### config.mk
export PLATFORM = sky130hd
export DESIGN_NAME = mpr_cal_seq
export DESIGN_NICKNAME = d
export VERILOG_FILES = /design/src/rtl/mpr_cal_pkg.sv /design/src/rtl/mpr_wait_cnt.sv /design/src/rtl/mpr_rd_strobe.sv /design/src/rtl/mpr_cal_fsm.sv /design/src/rtl/mpr_cal_seq.sv
export SDC_FILE = /design/constraint.sdc
export NUM_CORES = 1
export LEC_CHECK = 0
export BUFFER_PORTS_ARGS = -buffer_cell sky130_fd_sc_hd__buf_2
export CORE_MARGIN = 2
export CORE_UTILIZATION = 40
export DETAILED_ROUTE_END_ITERATION = 16
export MAX_ROUTING_LAYER = met4
export PLACE_DENSITY_LB_ADDON = 0.15
export SETUP_SLACK_MARGIN = 0.1
export SLEW_MARGIN = 40
export SYNTH_ARGS = -nofsm -noshare
export SYNTH_HDL_FRONTEND = slang
export SYNTH_SLANG_ARGS = --single-unit
### constraint.sdc
create_clock -name clk_i -period 3.1 [get_ports clk_i]
set_input_delay 0.31 -clock clk_i [delete_from_list [all_inputs] [get_ports clk_i]]
set_output_delay 0.31 -clock clk_i [all_outputs]
set_load 0.02 [all_outputs]
### src/rtl/mpr_cal_pkg.sv
package mpr_cal_pkg;

  typedef enum logic [1:0] {
    CMD_NOP  = 2'd0,
    CMD_PALL = 2'd1,
    CMD_MRS  = 2'd2,
    CMD_READ = 2'd3
  } cmd_e;

  typedef enum logic [3:0] {
    S_IDLE, S_PALL, S_WRP, S_MRS_ON, S_WON, S_READ,
    S_WRD, S_WTAIL, S_MRS_OFF, S_WOFF, S_DONE
  } state_e;

  localparam int          RD_GAP     = 4;   // one BL8 burst on the bus
  localparam logic [2:0]  MR_SEL     = 3'd3;
  localparam int          PAT_EN_BIT = 2;
  localparam int          AP_BIT     = 10;
  localparam int          BL_BIT     = 12;

endpackage

### src/rtl/mpr_wait_cnt.sv
module mpr_wait_cnt #(
  parameter int CW = 10
) (
  input  logic          clk_i,
  input  logic          rst_ni,
  input  logic          load_i,
  input  logic [CW-1:0] val_i,
  output logic [CW-1:0] cnt_o
);

  always_ff @(posedge clk_i or negedge rst_ni) begin
    if (!rst_ni)             cnt_o <= '0;
    else if (load_i)         cnt_o <= val_i;
    else if (cnt_o != '0)    cnt_o <= cnt_o - CW'(1);
  end

endmodule

### src/rtl/mpr_rd_strobe.sv
module mpr_rd_strobe #(
  parameter int RLW    = 5,
  parameter int RL_MAX = 22
) (
  input  logic           clk_i,
  input  logic           rst_ni,
  input  logic           rd_issue_i,
  input  logic [RLW-1:0] rl_i,
  output logic           rd_exp_o
);

  logic [RL_MAX:1] sh_q;

  always_ff @(posedge clk_i or negedge rst_ni) begin
    if (!rst_ni) sh_q <= '0;
    else         sh_q <= {sh_q[RL_MAX-1:1], rd_issue_i};
  end

  // select the tap matching the current latency
  logic [RL_MAX:1] tap_hit;
  for (genvar k = 1; k <= RL_MAX; k++) begin : g_tap
    assign tap_hit[k] = sh_q[k] && (rl_i == RLW'(k));
  end

  assign rd_exp_o = |tap_hit;

endmodule

### src/rtl/mpr_cal_fsm.sv
module mpr_cal_fsm
  import mpr_cal_pkg::*;
#(
  parameter int TW  = 8,
  parameter int CW  = 10,
  parameter int ITW = 6,
  parameter int AW  = 16,
  parameter int BW  = 3
) (
  input  logic           clk_i,
  input  logic           rst_ni,
  input  logic           start_i,
  input  logic           cap_ok_i,
  input  logic [ITW-1:0] max_iter_i,
  input  logic [TW-1:0]  w_rp_i,
  input  logic [TW-1:0]  w_mod_i,
  input  logic [CW-1:0]  w_tail_i,
  input  logic [CW-1:0]  cnt_i,
  output logic           load_o,
  output logic [CW-1:0]  load_val_o,
  output logic [1:0]     cmd_o,
  output logic [BW-1:0]  ba_o,
  output logic [AW-1:0]  addr_o,
  output logic           rd_issue_o,
  output logic           mode_o,
  output logic           done_o,
  output logic           fail_o
);

  state_e         state_q, state_d;
  logic [ITW-1:0] rd_cnt_q;
  logic           fail_q;
  logic           wait_end, go, limit;

  assign wait_end = (cnt_i <= CW'(1));
  assign go       = (state_q == S_IDLE || state_q == S_DONE) && start_i;
  assign limit    = (rd_cnt_q >= max_iter_i);

  always_comb begin
    state_d    = state_q;
    load_o     = 1'b0;
    load_val_o = '0;
    unique case (state_q)
      S_IDLE, S_DONE: if (start_i) state_d = S_PALL;
      S_PALL: begin
        if (w_rp_i > TW'(1)) begin
          load_o = 1'b1; load_val_o = CW'(w_rp_i) - CW'(1); state_d = S_WRP;
        end else state_d = S_MRS_ON;
      end
      S_WRP: if (wait_end) state_d = S_MRS_ON;
      S_MRS_ON: begin
        if (w_mod_i > TW'(1)) begin
          load_o = 1'b1; load_val_o = CW'(w_mod_i) - CW'(1); state_d = S_WON;
        end else state_d = S_READ;
      end
      S_WON: if (wait_end) state_d = S_READ;
      S_READ: begin
        load_o = 1'b1; load_val_o = CW'(RD_GAP - 1); state_d = S_WRD;
      end
      S_WRD: begin
        if (wait_end) begin
          if (cap_ok_i || limit) begin
            load_o = 1'b1; load_val_o = w_tail_i; state_d = S_WTAIL;
          end else state_d = S_READ;
        end
      end
      S_WTAIL: if (wait_end) state_d = S_MRS_OFF;
      S_MRS_OFF: begin
        if (w_mod_i > TW'(1)) begin
          load_o = 1'b1; load_val_o = CW'(w_mod_i) - CW'(1); state_d = S_WOFF;
        end else state_d = S_DONE;
      end
      S_WOFF: if (wait_end) state_d = S_DONE;
      default: state_d = S_IDLE;
    endcase
  end

  always_ff @(posedge clk_i or negedge rst_ni) begin
    if (!rst_ni) begin
      state_q  <= S_IDLE;
      rd_cnt_q <= '0;
      fail_q   <= 1'b0;
    end else begin
      state_q <= state_d;
      if (go) begin
        rd_cnt_q <= '0;
        fail_q   <= 1'b0;
      end else begin
        if (state_q == S_READ) rd_cnt_q <= rd_cnt_q + ITW'(1);
        if (state_q == S_WRD && wait_end && !cap_ok_i && limit) fail_q <= 1'b1;
      end
    end
  end

  always_comb begin
    cmd_o  = CMD_NOP;
    ba_o   = '0;
    addr_o = '0;
    unique case (state_q)
      S_PALL:    begin cmd_o = CMD_PALL; addr_o[AP_BIT] = 1'b1; end
      S_MRS_ON:  begin cmd_o = CMD_MRS; ba_o = BW'(MR_SEL); addr_o[PAT_EN_BIT] = 1'b1; end
      S_READ:    begin cmd_o = CMD_READ; addr_o[BL_BIT] = 1'b1; end
      S_MRS_OFF: begin cmd_o = CMD_MRS; ba_o = BW'(MR_SEL); end
      default:   ;
    endcase
  end

  assign rd_issue_o = (state_q == S_READ);
  assign mode_o     = (state_q == S_WON) || (state_q == S_READ) || (state_q == S_WRD) ||
                      (state_q == S_WTAIL) || (state_q == S_MRS_OFF);
  assign done_o     = (state_q == S_DONE);
  assign fail_o     = fail_q;

endmodule

### src/rtl/mpr_cal_seq.sv
module mpr_cal_seq #(
  parameter int TW  = 8,
  parameter int ALW = 3,
  parameter int CLW = 4,
  parameter int ITW = 6,
  parameter int AW  = 16,
  parameter int BW  = 3
) (
  input  logic           clk_i,
  input  logic           rst_ni,
  input  logic           start_i,
  input  logic [TW-1:0]  t_rp_i,
  input  logic [TW-1:0]  t_mrd_i,
  input  logic [TW-1:0]  t_mod_i,
  input  logic [TW-1:0]  t_mprr_i,
  input  logic [ALW-1:0] al_i,
  input  logic [CLW-1:0] cl_i,
  input  logic [ITW-1:0] max_iter_i,
  input  logic           cap_ok_i,
  input  logic           wr_req_i,
  output logic [1:0]     cmd_o,
  output logic [BW-1:0]  ba_o,
  output logic [AW-1:0]  addr_o,
  output logic           rd_exp_o,
  output logic           mpr_mode_o,
  output logic           wr_blk_o,
  output logic           done_o,
  output logic           err_o
);

  localparam int RLW    = ((ALW > CLW) ? ALW : CLW) + 1;
  localparam int RL_MAX = (1 << ALW) - 1 + (1 << CLW) - 1;
  localparam int CW     = ((TW > RLW) ? TW : RLW) + 2;

  logic [TW-1:0]  w_rp, w_mod, mod_max;
  logic [RLW-1:0] rl;
  logic [CW-1:0]  tail_sum, w_tail, cnt, load_val;
  logic           load, rd_issue, fail;

  // zero waits collapse to one clock; paired waits take the larger
  assign mod_max  = (t_mrd_i > t_mod_i) ? t_mrd_i : t_mod_i;
  assign w_rp     = (t_rp_i  == '0) ? TW'(1) : t_rp_i;
  assign w_mod    = (mod_max == '0) ? TW'(1) : mod_max;
  assign rl       = RLW'(al_i) + RLW'(cl_i);
  assign tail_sum = CW'(rl) + CW'(t_mprr_i);
  assign w_tail   = (tail_sum == '0) ? CW'(1) : tail_sum;

  mpr_cal_fsm #(.TW(TW), .CW(CW), .ITW(ITW), .AW(AW), .BW(BW)) u_fsm (
    .clk_i, .rst_ni, .start_i, .cap_ok_i, .max_iter_i,
    .w_rp_i(w_rp), .w_mod_i(w_mod), .w_tail_i(w_tail), .cnt_i(cnt),
    .load_o(load), .load_val_o(load_val),
    .cmd_o, .ba_o, .addr_o, .rd_issue_o(rd_issue),
    .mode_o(mpr_mode_o), .done_o, .fail_o(fail)
  );

  mpr_wait_cnt #(.CW(CW)) u_cnt (
    .clk_i, .rst_ni, .load_i(load), .val_i(load_val), .cnt_o(cnt)
  );

  mpr_rd_strobe #(.RLW(RLW), .RL_MAX(RL_MAX)) u_strobe (
    .clk_i, .rst_ni, .rd_issue_i(rd_issue), .rl_i(rl), .rd_exp_o
  );

  assign wr_blk_o = wr_req_i && mpr_mode_o;
  assign err_o    = done_o && fail;

endmodule

* After elaboration in Yosys (flattened, before gate mapping)
Cells that the tools add are included.
Storage, ports and cells: output and inout bits 26, input bits 50, flip-flop bits (word level) 43, word-level logic and storage cells 137
Cells by class: reductions and logical operators 47, muxes and demuxes 36, eq/ne operators 38, order comparisons 5, add/subtract/negate cells 6
Operators by type and width (count):
- $mux W10 | 5
- $eq A5 B4 Y1 const B | 8
- $pmux W10 S4 | 1
- $pmux W4 S10 | 1
- $eq A5 B5 Y1 const B | 7
- $logic_and A1 B1 Y1 | 28
- $mux W4 | 6
- $mux W8 | 3
- $reduce_or A22 Y1 | 1
- $eq A5 B3 Y1 const B | 4
- $mux W9 | 2
- $sub A8 B1 Y9 const B | 2
- $eq A4 B3 Y1 const B | 4
- $gt A8 B1 Y1 const B | 2
- $logic_not A8 Y1 | 2
- $eq A4 B4 Y1 const B | 3
- $mux W6 | 2
- $mux W1 | 11
- $eq A5 B2 Y1 const B | 2
- $le A10 B1 Y1 const B | 1
- $logic_not A10 Y1 | 1
- $ne A2 B1 Y1 const B | 5
- $reduce_bool A10 Y1 | 1
- $sub A10 B1 Y10 const B | 1
- other kinds (18) | 29

* Depth between registers and ports, before layout
Gate-level depths: netlist of run 1.
depth after elaboration 8, mapped depth 15, mapped depth without buffers 14

* Cells and area by module
A second synthesis of run 1 with hierarchy kept.
Second synthesis, totals: cells, all modules 424, area, all modules 3803.6 sq um
Modules (own cells, without submodules):
- mpr_cal_fsm | cells an instance 196, instances 1, area an instance 1537.7 sq um
- mpr_rd_strobe | cells an instance 62, instances 1, area an instance 872.1 sq um
- mpr_cal_seq | cells an instance 100, instances 1, area an instance 773.2 sq um
- mpr_wait_cnt | cells an instance 66, instances 1, area an instance 620.6 sq um

* Worst setup path before layout of run 1
OpenSTA, ideal clock, no wires.
path kind input -> register, from input t_mod_i[1], to register u_cnt.cnt_o[0], library setup time 0.138 ns, arrival time 3.084 ns, setup slack -0.122 ns, path buffers 2, stages on the path 15, required time 2.962 ns, cells stage by stage inv_1 > ha_1 > nor2b_1 > o211ai_1 > a211oi_1 > nor2_1 > clkbuf_1 > mux2i_1 > ha_1 > nand3_1 > nor3_1 > nor3_1 > clkbuf_1 > a221oi_1 > o211ai_1
Between the ends: longest elaborated chain between the ends 8, elaborated cells on any way between the ends 12, classes of those cells add/sub: 1; order compare: 2; mux: 7; reduce/logical: 2
RTL lines:
- from (decl) | line mpr_cal_seq.sv:14 | input logic [TW-1:0] t_mod_i,
- $gt A8 B8 Y1 | line mpr_cal_seq.sv:41 | assign mod_max = (t_mrd_i > t_mod_i) ? t_mrd_i : t_mod_i;
- $mux W8 (*) | line mpr_cal_seq.sv:41
- $logic_not A8 Y1 | line mpr_cal_seq.sv:43 | assign w_mod = (mod_max == '0) ? TW'(1) : mod_max;
- $mux W8 (*) | line mpr_cal_seq.sv:43
- $sub A8 B1 Y9 or $gt A8 B1 Y1 (tied branches)
- $mux W10 or $mux W1 (tied branches) | line mpr_cal_fsm.sv:52, mpr_cal_fsm.sv:69
- $pmux W10 S4 or $pmux W1 S4 (tied branches) | line mpr_cal_fsm.sv:43 | unique case (state_q)
- $mux W10 or $reduce_bool A2 Y1 (tied branches)
- to (signal assigned) | line mpr_wait_cnt.sv:13 | else if (load_i) cnt_o <= val_i;
- to (signal assigned) | line mpr_wait_cnt.sv:14 | else if (cnt_o != '0) cnt_o <= cnt_o - CW'(1);
- to (decl) | line mpr_wait_cnt.sv:8 | output logic [CW-1:0] cnt_o
Mark *: on every way between the ends. The rest lies on a longest branch, timed or not. A chain may end at the register's enable or synchronous reset.

* Worst setup path in the final report of run 1
from input t_mod_i[7], to register u_cnt.cnt_o[8]
Same word-level chain as after synthesis.

==> flow_summary.yaml, run 1 <==
clocking:
  clock_sinks: 43
  clk_pin_slew_ps: 80
  cts_root_buf: "clkbuf_8"
  numCtsBuffers: 5
  tritoncts: "done"
  cts_resized: 0
  postCtsSetupBuffers: 0
  h-tree-depth: 2
  clk_latency_ps: 300
  clk_path_buf_depth: 2
  hold_buffers: 0
sta:
  final-setup-viol-count: 0
  fin_ws_ps: 312
  min_period_over_period_pct: 89.9
  max_slew_margin_pct: 64.1
  slew_viol_final: 0
  rsz0062_at_grt: "no"
  worst_slew_pin_slew_ps: 534
  hold_viol_final: 34
  fmax_mhz: 359
  timing.setup.tns_ps: 0
  worst_clock_skew_ps: 6.49
  period_needed_ps: 2790
  holdWs_ps: -11.5
global_routing:
  use_met2_pct: 28.3
  grt_start_max_net_pins: 44
  use_met3_pct: 2.44
  grtUsageMet1_pct: 27.1
  grt-ovfl-total: 0
  grt_pass1_wl_um: 14700
  grt_antenna_before_repair: 0
  grt_use_total_pct: 18.8
  grt_busiest_layer: "met2"
  grt_pass1_vias: 3151
placement:
  place_ws_ps: -94.7
  io_buffers: 61
  dp_hpwl_um: 6980
  gp_congestion: 0.833
die:
  coreArea_sq_um: 8810
  dieArea_sq_um: 9960
  die_h_um: 99.8
  start_util_pct: 41.7
  io_pins: 76
  rows: 34
  die_w_um: 99.8
worst_setup_path:
  cp-start-kind: "primary input"
  crit_type: "in -> reg"
  cp_data_required_time_ps: 3310
  reg2reg_depth: 7
  crit_end: "u_cnt.cnt_o[8]$_DFFE_PN0P_"
  end_kind: "flip-flop"
  crit_path_start: "t_mod_i[7]"
  r2r_end: "u_cnt.cnt_o[8]$_DFFE_PN0P_"
  r2r_start: "u_fsm.rd_cnt_q[4]$_DFFE_PN0P_"
  reg2reg_slack_ps: 440
  crit_chain: "buf_2, inv_1, ha_1, nand4_1, nor2_2, a21oi_1, nor2_2, mux2_2, inv_1, ha_1, nand3_1, nor3_4, nor3_4, or3_1, a31oi_2"
  crit_slowest_cell: "or3_1"
  worstPathArrival_ps: 3000
  critical-path-max-stage-delay_ps: 400
  crit_fanout: 13
power_and_ir_drop:
  ir_worst_vdd_v: 0.000621
  p_leak_nw: 2.08
  pwr_density_cell_nw_per_um2: 728
detailed_routing:
  firstDrtPassIters: 4
  drc: 0
  drt_iter0_drc: 183
  drtAntennaViolNets: 0
  wl_um: 8610
  vias_per_cell: 5.27
  dr_total_vias: 3215
  wire_per_inst_um: 14.1
synth:
  async_reset_ff_share_pct: 100
  avgSynthCellArea_sq_um: 8.89
  synth_warnings: 0
  synth-edff-count: 0
  yosys_register_bits: 43
  ys_seq_area_share_pct: 29.3
  syn_inst: 413
  synth-main-ff-cell: "dfrtp_1"
  synth_area_sq_um: 3670
  yosysUniqueCellTypes: 67
layout:
  drive_gt1_share_pct: 26.7
  final_common_cell: "buf_2"
  final_cell_mix: "buf_2 (60), dfrtp_1 (43), nor2_1 (39)"
  final.fill_count: 854
  antenna_cells: 0
  final_nets: 582
  layout-area-overhead-vs-synth_pct: 18.8
flow_run:
  cap_violations: 0
run_status:
  status: "finished, violations left"
  violations: "negative hold slack"
min_path:
  hold_path.class: "in -> async"
-- cell type report --
| type | count | area, sq um | area share, % |
|---|---|---|---|
| flip-flops and latches | 43 | 1080 | 24.7 |
| repair buffers | 94 | 556 | 12.7 |
| multi-input cells | 329 | 2400 | 55.0 |
| inverters | 28 | 105 | 2.41 |
| clock inverters | 3 | 23.8 | 0.545 |
| clock buffers | 5 | 68.8 | 1.58 |
| well taps | 108 | 135 | 3.10 |
-- power by group --
part	leakage (nW)	internal, mW	switching [mW]
combinational	1.48	0.780	0.956
clock	0.0408	0.161	0.209
sequential	0.559	0.804	0.263
total	2.08	1.75	1.43
-- cells by family after synthesis --
logic type                 count (synthesis)  synth area share [%]
AOI/OAI and AO/OA                         87                  16.7
xor gates and xnor gates                  30                  7.15
adders and majority gates                 32                  11.2
buffers and inverters                     54                  7.80
DFF                                       43                  29.3
muxes                                     17                  6.10
other                                      1                 0.102
and+or+nand+nor                          149                  21.6
-- through the flow --
stage / total power [mW] / cell area (sq um) / utilization, % / instances / hold WS [ps]
after floorplan: 2.38 / 3730 / - / 426 / 14.4
after global placement: 2.77 / 4240 / 48.1 / 602 / 355
after detailed placement: 2.81 / 4250 / 48.2 / 602 / 333
after CTS: 3.19 / 4340 / 49.3 / 610 / 1.43
after global routing: 3.47 / 4360 / 49.5 / 610 / 24.1
final: 3.17 / 4360 / 49.5 / 610 / -11.5
-- registers in the layout (all words and copies together), names as in the netlist --
signal / count
u_fsm.fail_o: 1
u_cnt.cnt_o: 10
u_strobe.sh_q: 22
u_fsm.state_q: 4
u_fsm.rd_cnt_q: 6
-- worst max-delay path: cells and delay by family --
family / cells / cell delay (ps)
AO/OA/AOI/OAI: 2 / 280
buffers and inverters: 3 / 190
multiplexers: 1 / 360
AND/OR/NAND/NOR: 7 / 1380
adder cells (fa/ha/maj): 2 / 470
-- metal layers --
metal,up-vias,wire length (um)
li1,1631,-
met1,1502,4300
met2,75,3770
met3,7,470
met4,0,70
met5,-,0
-- how the worst min path moves through the flow --
stage | to | slack, ps | depth (start not counted)
2_1_floorplan | u_cnt.cnt_o[0]$_DFFE_PN0P_ | 10 | 0
3_3_place_gp | u_strobe.sh_q[15]$_DFF_PN0_ | 350 | 0
3_5_place_dp | u_fsm.rd_cnt_q[1]$_DFFE_PN0P_ | 330 | 1
4_1_cts | u_fsm.fail_o$_DFFE_PN0P_ | 1 | 1
5_1_grt | u_fsm.fail_o$_DFFE_PN0P_ | 20 | 1
6_report | u_fsm.rd_cnt_q[1]$_DFFE_PN0P_ | -10 | 1
-- cell usage after synthesis (6+ instances only) --
| cell | instances | area share, % |
|---|---|---|
| a31oi_1 | 6 | 1.0 |
| nor4_1 | 9 | 1.5 |
| nor2_1 | 41 | 4.2 |
| xnor2_1 | 16 | 3.8 |
| o21ai_0 | 17 | 2.3 |
| nand3_1 | 12 | 1.6 |
| buf_4 | 17 | 3.5 |
| nor3_1 | 20 | 2.7 |
| nand2b_1 | 7 | 1.2 |
| ha_1 | 29 | 9.9 |
| nand2_1 | 25 | 2.6 |
| a21oi_1 | 20 | 2.7 |
| o211ai_1 | 7 | 1.4 |
| mux2i_1 | 10 | 2.7 |
| dfrtp_1 | 43 | 29 |
| xor2_1 | 14 | 3.3 |
| inv_1 | 28 | 2.9 |
Power figures use the tool's default switching activity.
==> run 2, diff against run 1 <==
--- a/config.mk
+++ b/config.mk
@@ -7,7 +7,7 @@
 export LEC_CHECK = 0
 export BUFFER_PORTS_ARGS = -buffer_cell sky130_fd_sc_hd__buf_2
 export CORE_MARGIN = 2
-export CORE_UTILIZATION = 40
+export CORE_UTILIZATION = 55
 export DETAILED_ROUTE_END_ITERATION = 16
 export MAX_ROUTING_LAYER = met4
 export PLACE_DENSITY_LB_ADDON = 0.15
==> run 2 against run 1 <==
  * The flow now finishes without violations
  * Sequential share of layout area did not move
  * Cell count is 3.9% lower
  * Clock-buffer cell count did not move
  * Critical endpoint is now u_cnt.cnt_o[7]$_DFFE_PN0P_
  * Largest power group unchanged
==> flow_summary.yaml, run 2 (synthesis results as in run 1) <==
min_path:
  hold_path.class: "in -> reg"
  hold_end: "u_fsm.fail_o$_DFFE_PN0P_"
  hold_path_startpoint: "cap_ok_i"
  hold-path-cell-count: 4
clocking:
  h-tree-depth: 2
  clock_sinks: 43
  cts_root_buf: "clkbuf_8"
  clk_path_buf_depth: 2
  clk_pin_slew_ps: 80
  tritoncts: "done"
  numCtsBuffers: 5
  clk_latency_ps: 300
detailed_routing:
  wl_um: 8290
  firstDrtPassIters: 4
  dr_total_vias: 3281
  vias_per_cell: 5.60
  wire_per_inst_um: 14.1
  drt_iter0_drc: 116
  drc: 0
  drtAntennaViolNets: 0
placement:
  place_ws_ps: -40.5
  io_buffers: 61
  gp_congestion: 0.877
  placed_area_sq_um: 4250
  dp_hpwl_um: 6830
worst_setup_path:
  crit_type: "in -> reg"
  cp_data_required_time_ps: 3300
  end_kind: "flip-flop"
  crit_fanout: 10
  r2r_start: "u_fsm.rd_cnt_q[4]$_DFFE_PN0P_"
  worstPathArrival_ps: 2930
  reg2reg_slack_ps: 430
  critical-path-max-stage-delay_ps: 370
  reg2reg_depth: 7
  crit_chain: "buf_2, inv_1, ha_1, nor2b_1, o211ai_1, a211oi_2, nor2_2, mux2_2, inv_1, ha_1, nand3_1, nor3_2, nor3_2, or2_4, o311ai_2"
  cp-start-kind: "primary input"
  crit_slowest_cell: "mux2_2"
  r2r_end: "u_cnt.cnt_o[7]$_DFFE_PN0P_"
die:
  die_w_um: 85.7
  io_pins: 76
  rows: 29
  die_h_um: 85.7
  coreArea_sq_um: 6390
  start_util_pct: 57.5
  dieArea_sq_um: 7350
run_status:
  status: "finished clean"
global_routing:
  grt_use_total_pct: 24.5
  grt-ovfl-total: 0
  grt_antenna_before_repair: 0
  grt_pass1_wl_um: 14300
  grt_start_max_net_pins: 44
  grt_pass1_vias: 3228
sta:
  worst_clock_skew_ps: 7.24
  fmax_mhz: 367
  hold_viol_final: 0
  rsz0062_at_grt: "no"
  max_slew_margin_pct: 64.5
  final-setup-viol-count: 0
  fin_ws_ps: 374
  min_period_over_period_pct: 87.9
  period_needed_ps: 2730
  worst_slew_pin_slew_ps: 525
  slew_viol_final: 0
layout:
  largest_reg_flops: 22
  postLayoutCellArea_sq_um: 4360
  final_cell_mix: "buf_2 (60), dfrtp_1 (43), nor2_1 (40), buf_4 (40), ha_1 (29)"
  layout-area-overhead-vs-synth_pct: 18.8
  top_register: "u_strobe.sh_q"
  final_common_cell: "buf_2"
  drive_gt1_share_pct: 27.3
  antenna_cells: 0
  final_nets: 589
  top_regs: "u_strobe.sh_q (22), u_cnt.cnt_o (10), u_fsm.rd_cnt_q (6)"
power_and_ir_drop:
  p_leak_nw: 2.12
  ir_worst_vdd_v: 0.000593
  pwr_density_cell_nw_per_um2: 726
flow_run:
  cap_violations: 0
## run 2: cell types whose count changed in the layout (fill, tap and decap cells not counted), sizes merged
cell         change
buf              +6
dlygate4sd3      +1
## run 2: where the power goes
| group | internal, mW | switching (mW) |
|---|---|---|
| combinational | 0.785 | 0.943 |
| sequential | 0.804 | 0.267 |
| clock | 0.161 | 0.208 |
| total | 1.75 | 1.42 |
## run 2: repair_timing
item	4_1_cts	5_1_grt
gates resized for setup	0	2
buffers inserted	0	0
hold buffers	1	0
hold endpoints to repair	6	0
setup endpoints to repair	0	6
## run 2: worst max-delay path, delay by kind of cell
| family | cells | cell delay [ps] |
|---|---|---|
| AND/OR/NAND/NOR | 6 | 1020 |
| AO/OA/AOI/OAI | 3 | 540 |
| adder cells (fa/ha/maj) | 2 | 470 |
| multiplexers | 1 | 370 |
| buffers and inverters | 3 | 210 |
## run 2: how the worst max path moves through the flow
stage               startpoint                          to  slack (ps)
global placement    t_mod_i[1]  u_cnt.cnt_o[5]$_DFFE_PN0P_        -140
floorplan           t_mod_i[7]  u_cnt.cnt_o[0]$_DFFE_PN0P_          90
CTS                 t_mod_i[1]  u_cnt.cnt_o[7]$_DFFE_PN0P_         290
finish              t_mod_i[1]  u_cnt.cnt_o[7]$_DFFE_PN0P_         370
global route        t_mod_i[7]  u_cnt.cnt_o[7]$_DFFE_PN0P_         120
detailed placement  t_mod_i[1]  u_cnt.cnt_o[7]$_DFFE_PN0P_         -40
## run 2: area by class of cell
type / instances / area (sq um)
well taps: 77 / 96.3
multi-input cells: 329 / 2380
clock inverters: 3 / 23.8
repair buffers: 101 / 611
clock buffers: 5 / 68.8
flip-flops and latches: 43 / 1080
fillers: 533 / 2020
inverters: 28 / 105
## run 2: per-stage QoR
step           hold slack, ps  power, mW  utilization, %  setup TNS [ps]  instances
2_1_floorplan            14.4       2.38               -               0        426
3_3_place_gp              353       2.75            66.5           -1010        577
3_5_place_dp              328       2.80            66.6            -107        577
4_1_cts                   347       3.17            68.2               0        586
5_1_grt                   380       3.44            68.3               0        586
6_report                  346       3.17            68.3               0        586
## run 2: layer usage
layer  vias up  global-route usage (%)  share of wire (%)
li1       1655                       -                  -
met1      1566                    30.7                 46
met2        55                    43.3                 51
met3         5                    3.18                2.9
met4         0                    3.90               0.49
met5         -                       -                  0
==> run 3, diff against run 2 <==
--- a/config.mk
+++ b/config.mk
@@ -9,6 +9,7 @@
 export CORE_MARGIN = 2
 export CORE_UTILIZATION = 55
 export DETAILED_ROUTE_END_ITERATION = 16
+export GPL_TIMING_DRIVEN = 0
 export MAX_ROUTING_LAYER = met4
 export PLACE_DENSITY_LB_ADDON = 0.15
 export SETUP_SLACK_MARGIN = 0.1
==> run 3 against run 2 <==
  * Sequential cell count unchanged
  * Global-route usage is 0.60 points lower
  * Clock power decreased by 2%
  * The flow now finishes with violations (negative hold slack)
  * Sequential share of layout area down 0.26 points
  * Wire length down 0.95%
  * Clock skew down 4.0 ps
  * Die area unchanged
  * Design area is 1.1% higher
  * Hold slack worse by 350 ps
  * Worst setup slack got worse by 100 ps
  * Combinational power is 10% higher
  * Via count down 1.2%
==> flow_summary.yaml, run 3 (synthesis results as in run 1) <==
sta:
  max_slew_margin_pct: 47.5
  rsz0062_at_grt: "yes"
  final-setup-viol-count: 0
  slew_viol_final: 0
  worst_slew_pin_slew_ps: 784
  holdWs_ps: -3.86
  fmax_mhz: 353
  worst_clock_skew_ps: 3.26
  min_period_over_period_pct: 91.3
  period_needed_ps: 2830
  fin_ws_ps: 271
  hold_viol_final: 9
global_routing:
  grt_start_max_net_pins: 44
  grt_antenna_before_repair: 0
  grt_use_total_pct: 23.9
  grt_pass1_wl_um: 14000
  grt-ovfl-total: 0
  grt_pass1_vias: 3167
placement:
  dp_hpwl_um: 6560
  io_buffers: 61
  place_ws_ps: -648
  gp_congestion: 0.918
  dp_cells: 564
worst_setup_path:
  critical-path-max-stage-delay_ps: 280
  crit_slowest_cell: "ha_1"
  cp-start-kind: "primary input"
  crit_type: "in -> reg"
  cp_num_buf_inv: 4
  crit_chain: "buf_4, inv_1, ha_1, nor2b_1, o211ai_1, a211oi_4, nor2_4, buf_8, mux2i_4, ha_4, nand3_2, nor3_4, nor3_4, buf_6, a221oi_2, o211ai_1"
  cp_data_required_time_ps: 3260
  end_kind: "flip-flop"
  worstPathArrival_ps: 2990
  r2r_start: "u_fsm.rd_cnt_q[4]$_DFFE_PN0P_"
  crit_family: "compound AO/OA/AOI/OAI gates"
  crit_path_start: "t_mod_i[1]"
  crit_fanout: 5
run_status:
  violations: "negative hold slack"
  status: "finished, violations left"
detailed_routing:
  wl_um: 8210
  drt_iter0_drc: 160
  vias_per_cell: 5.61
  firstDrtPassIters: 4
  dr_total_vias: 3242
  wire_per_inst_um: 14.2
  drtAntennaViolNets: 0
  drc: 0
power_and_ir_drop:
  pwr_density_cell_nw_per_um2: 741
  p_leak_nw: 2.09
  power_mw: 3.27
  ir_worst_vdd_v: 0.000654
layout:
  top_regs: "u_strobe.sh_q (22), u_cnt.cnt_o (10), u_fsm.rd_cnt_q (6)"
  stdcell_count: 578
  layout-area-overhead-vs-synth_pct: 20.0
  seqCellArea_sq_um: 1080
  multi_input_area_sq_um: 2480
  final_cell_mix: "buf_2 (62), dfrtp_1 (43), nor2_1 (39)"
  drive_gt1_share_pct: 28.1
  final_common_cell: "buf_2"
  antenna_cells: 0
  final_nets: 581
  final.fill_count: 524
  top_register: "u_strobe.sh_q"
  largest_reg_flops: 22
die:
  dieArea_sq_um: 7350
  io_pins: 76
  die_h_um: 85.7
  rows: 29
  coreArea_sq_um: 6390
  start_util_pct: 57.5
  die_w_um: 85.7
flow_run:
  cap_violations: 0
clocking:
  tritoncts: "done"
  clock_sinks: 43
  hold_buffers: 0
  h-tree-depth: 2
  clk_latency_ps: 290
  clk_pin_slew_ps: 90
  clk_path_buf_depth: 2
  cts_root_buf: "clkbuf_8"
  numCtsBuffers: 5
min_path:
  hold_path.class: "in -> async"
==> run 3: layer usage <==
layer | global-route usage, % | vias to the layer above | part of all wire, %
met5 | - | - | 0
met2 | 39.3 | 76 | 50
met3 | 3.66 | 2 | 4.8
met1 | 31.3 | 1527 | 45
li1 | - | 1637 | -
met4 | 5.77 | 0 | 0.18
==> run 3: cell type report <==
class / instances / area share, %
multi-input cells: 329 / 56.3
flip-flops and latches: 43 / 24.4
repair buffers: 67 / 8.09
plain buffers: 26 / 4.54
inverters: 28 / 2.38
well taps: 77 / 2.19
clock buffers: 5 / 1.56
clock inverters: 3 / 0.539
==> run 3: worst reg2reg max path: cells and delay by family (launching register included) <==
family                     cells  cell delay (ps)
DFF                            1              420
and+or+nand+nor                2              480
adders and majority gates      1              310
AOI/OAI and AO/OA              4             1360
==> run 3: power by group <==
| group | internal [mW] | switching (mW) | leakage (nW) |
|---|---|---|---|
| combinational | 0.845 | 1.06 | 1.49 |
| sequential | 0.805 | 0.191 | 0.559 |
| clock | 0.161 | 0.202 | 0.0408 |
==> run 3: worst paths after layout <==
path,end,slack [ps],cells after the start
min,u_cnt.cnt_o[0]$_DFFE_PN0P_,-4,1
max reg2reg,u_cnt.cnt_o[5]$_DFFE_PN0P_,430,7
max,u_cnt.cnt_o[0]$_DFFE_PN0P_,270,16
max in group asynchronous,u_fsm.state_q[3]$_DFFE_PN0P_,2740,1
min reg2reg,u_strobe.sh_q[12]$_DFF_PN0_,380,0
min in group clk_i,u_fsm.fail_o$_DFFE_PN0P_,350,4
==> run 3: what timing repair did <==
action / 4_1_cts / 5_1_grt
buffers inserted: 3 / 2
pin swaps: 4 / 8
gates resized for setup: 14 / 17
endpoints found under the setup margin: 12 / 11
gates cloned: 0 / 1
==> run 3: through the flow <==
step | area, sq um | utilization, % | setup TNS [ps]
floorplan | 3730 | - | 0
global placement | 4140 | 64.8 | -4820
detailed placement | 4140 | 64.8 | -5720
CTS | 4320 | 67.6 | 0
global route | 4410 | 69.0 | 0
finish | 4410 | 69.0 | 0
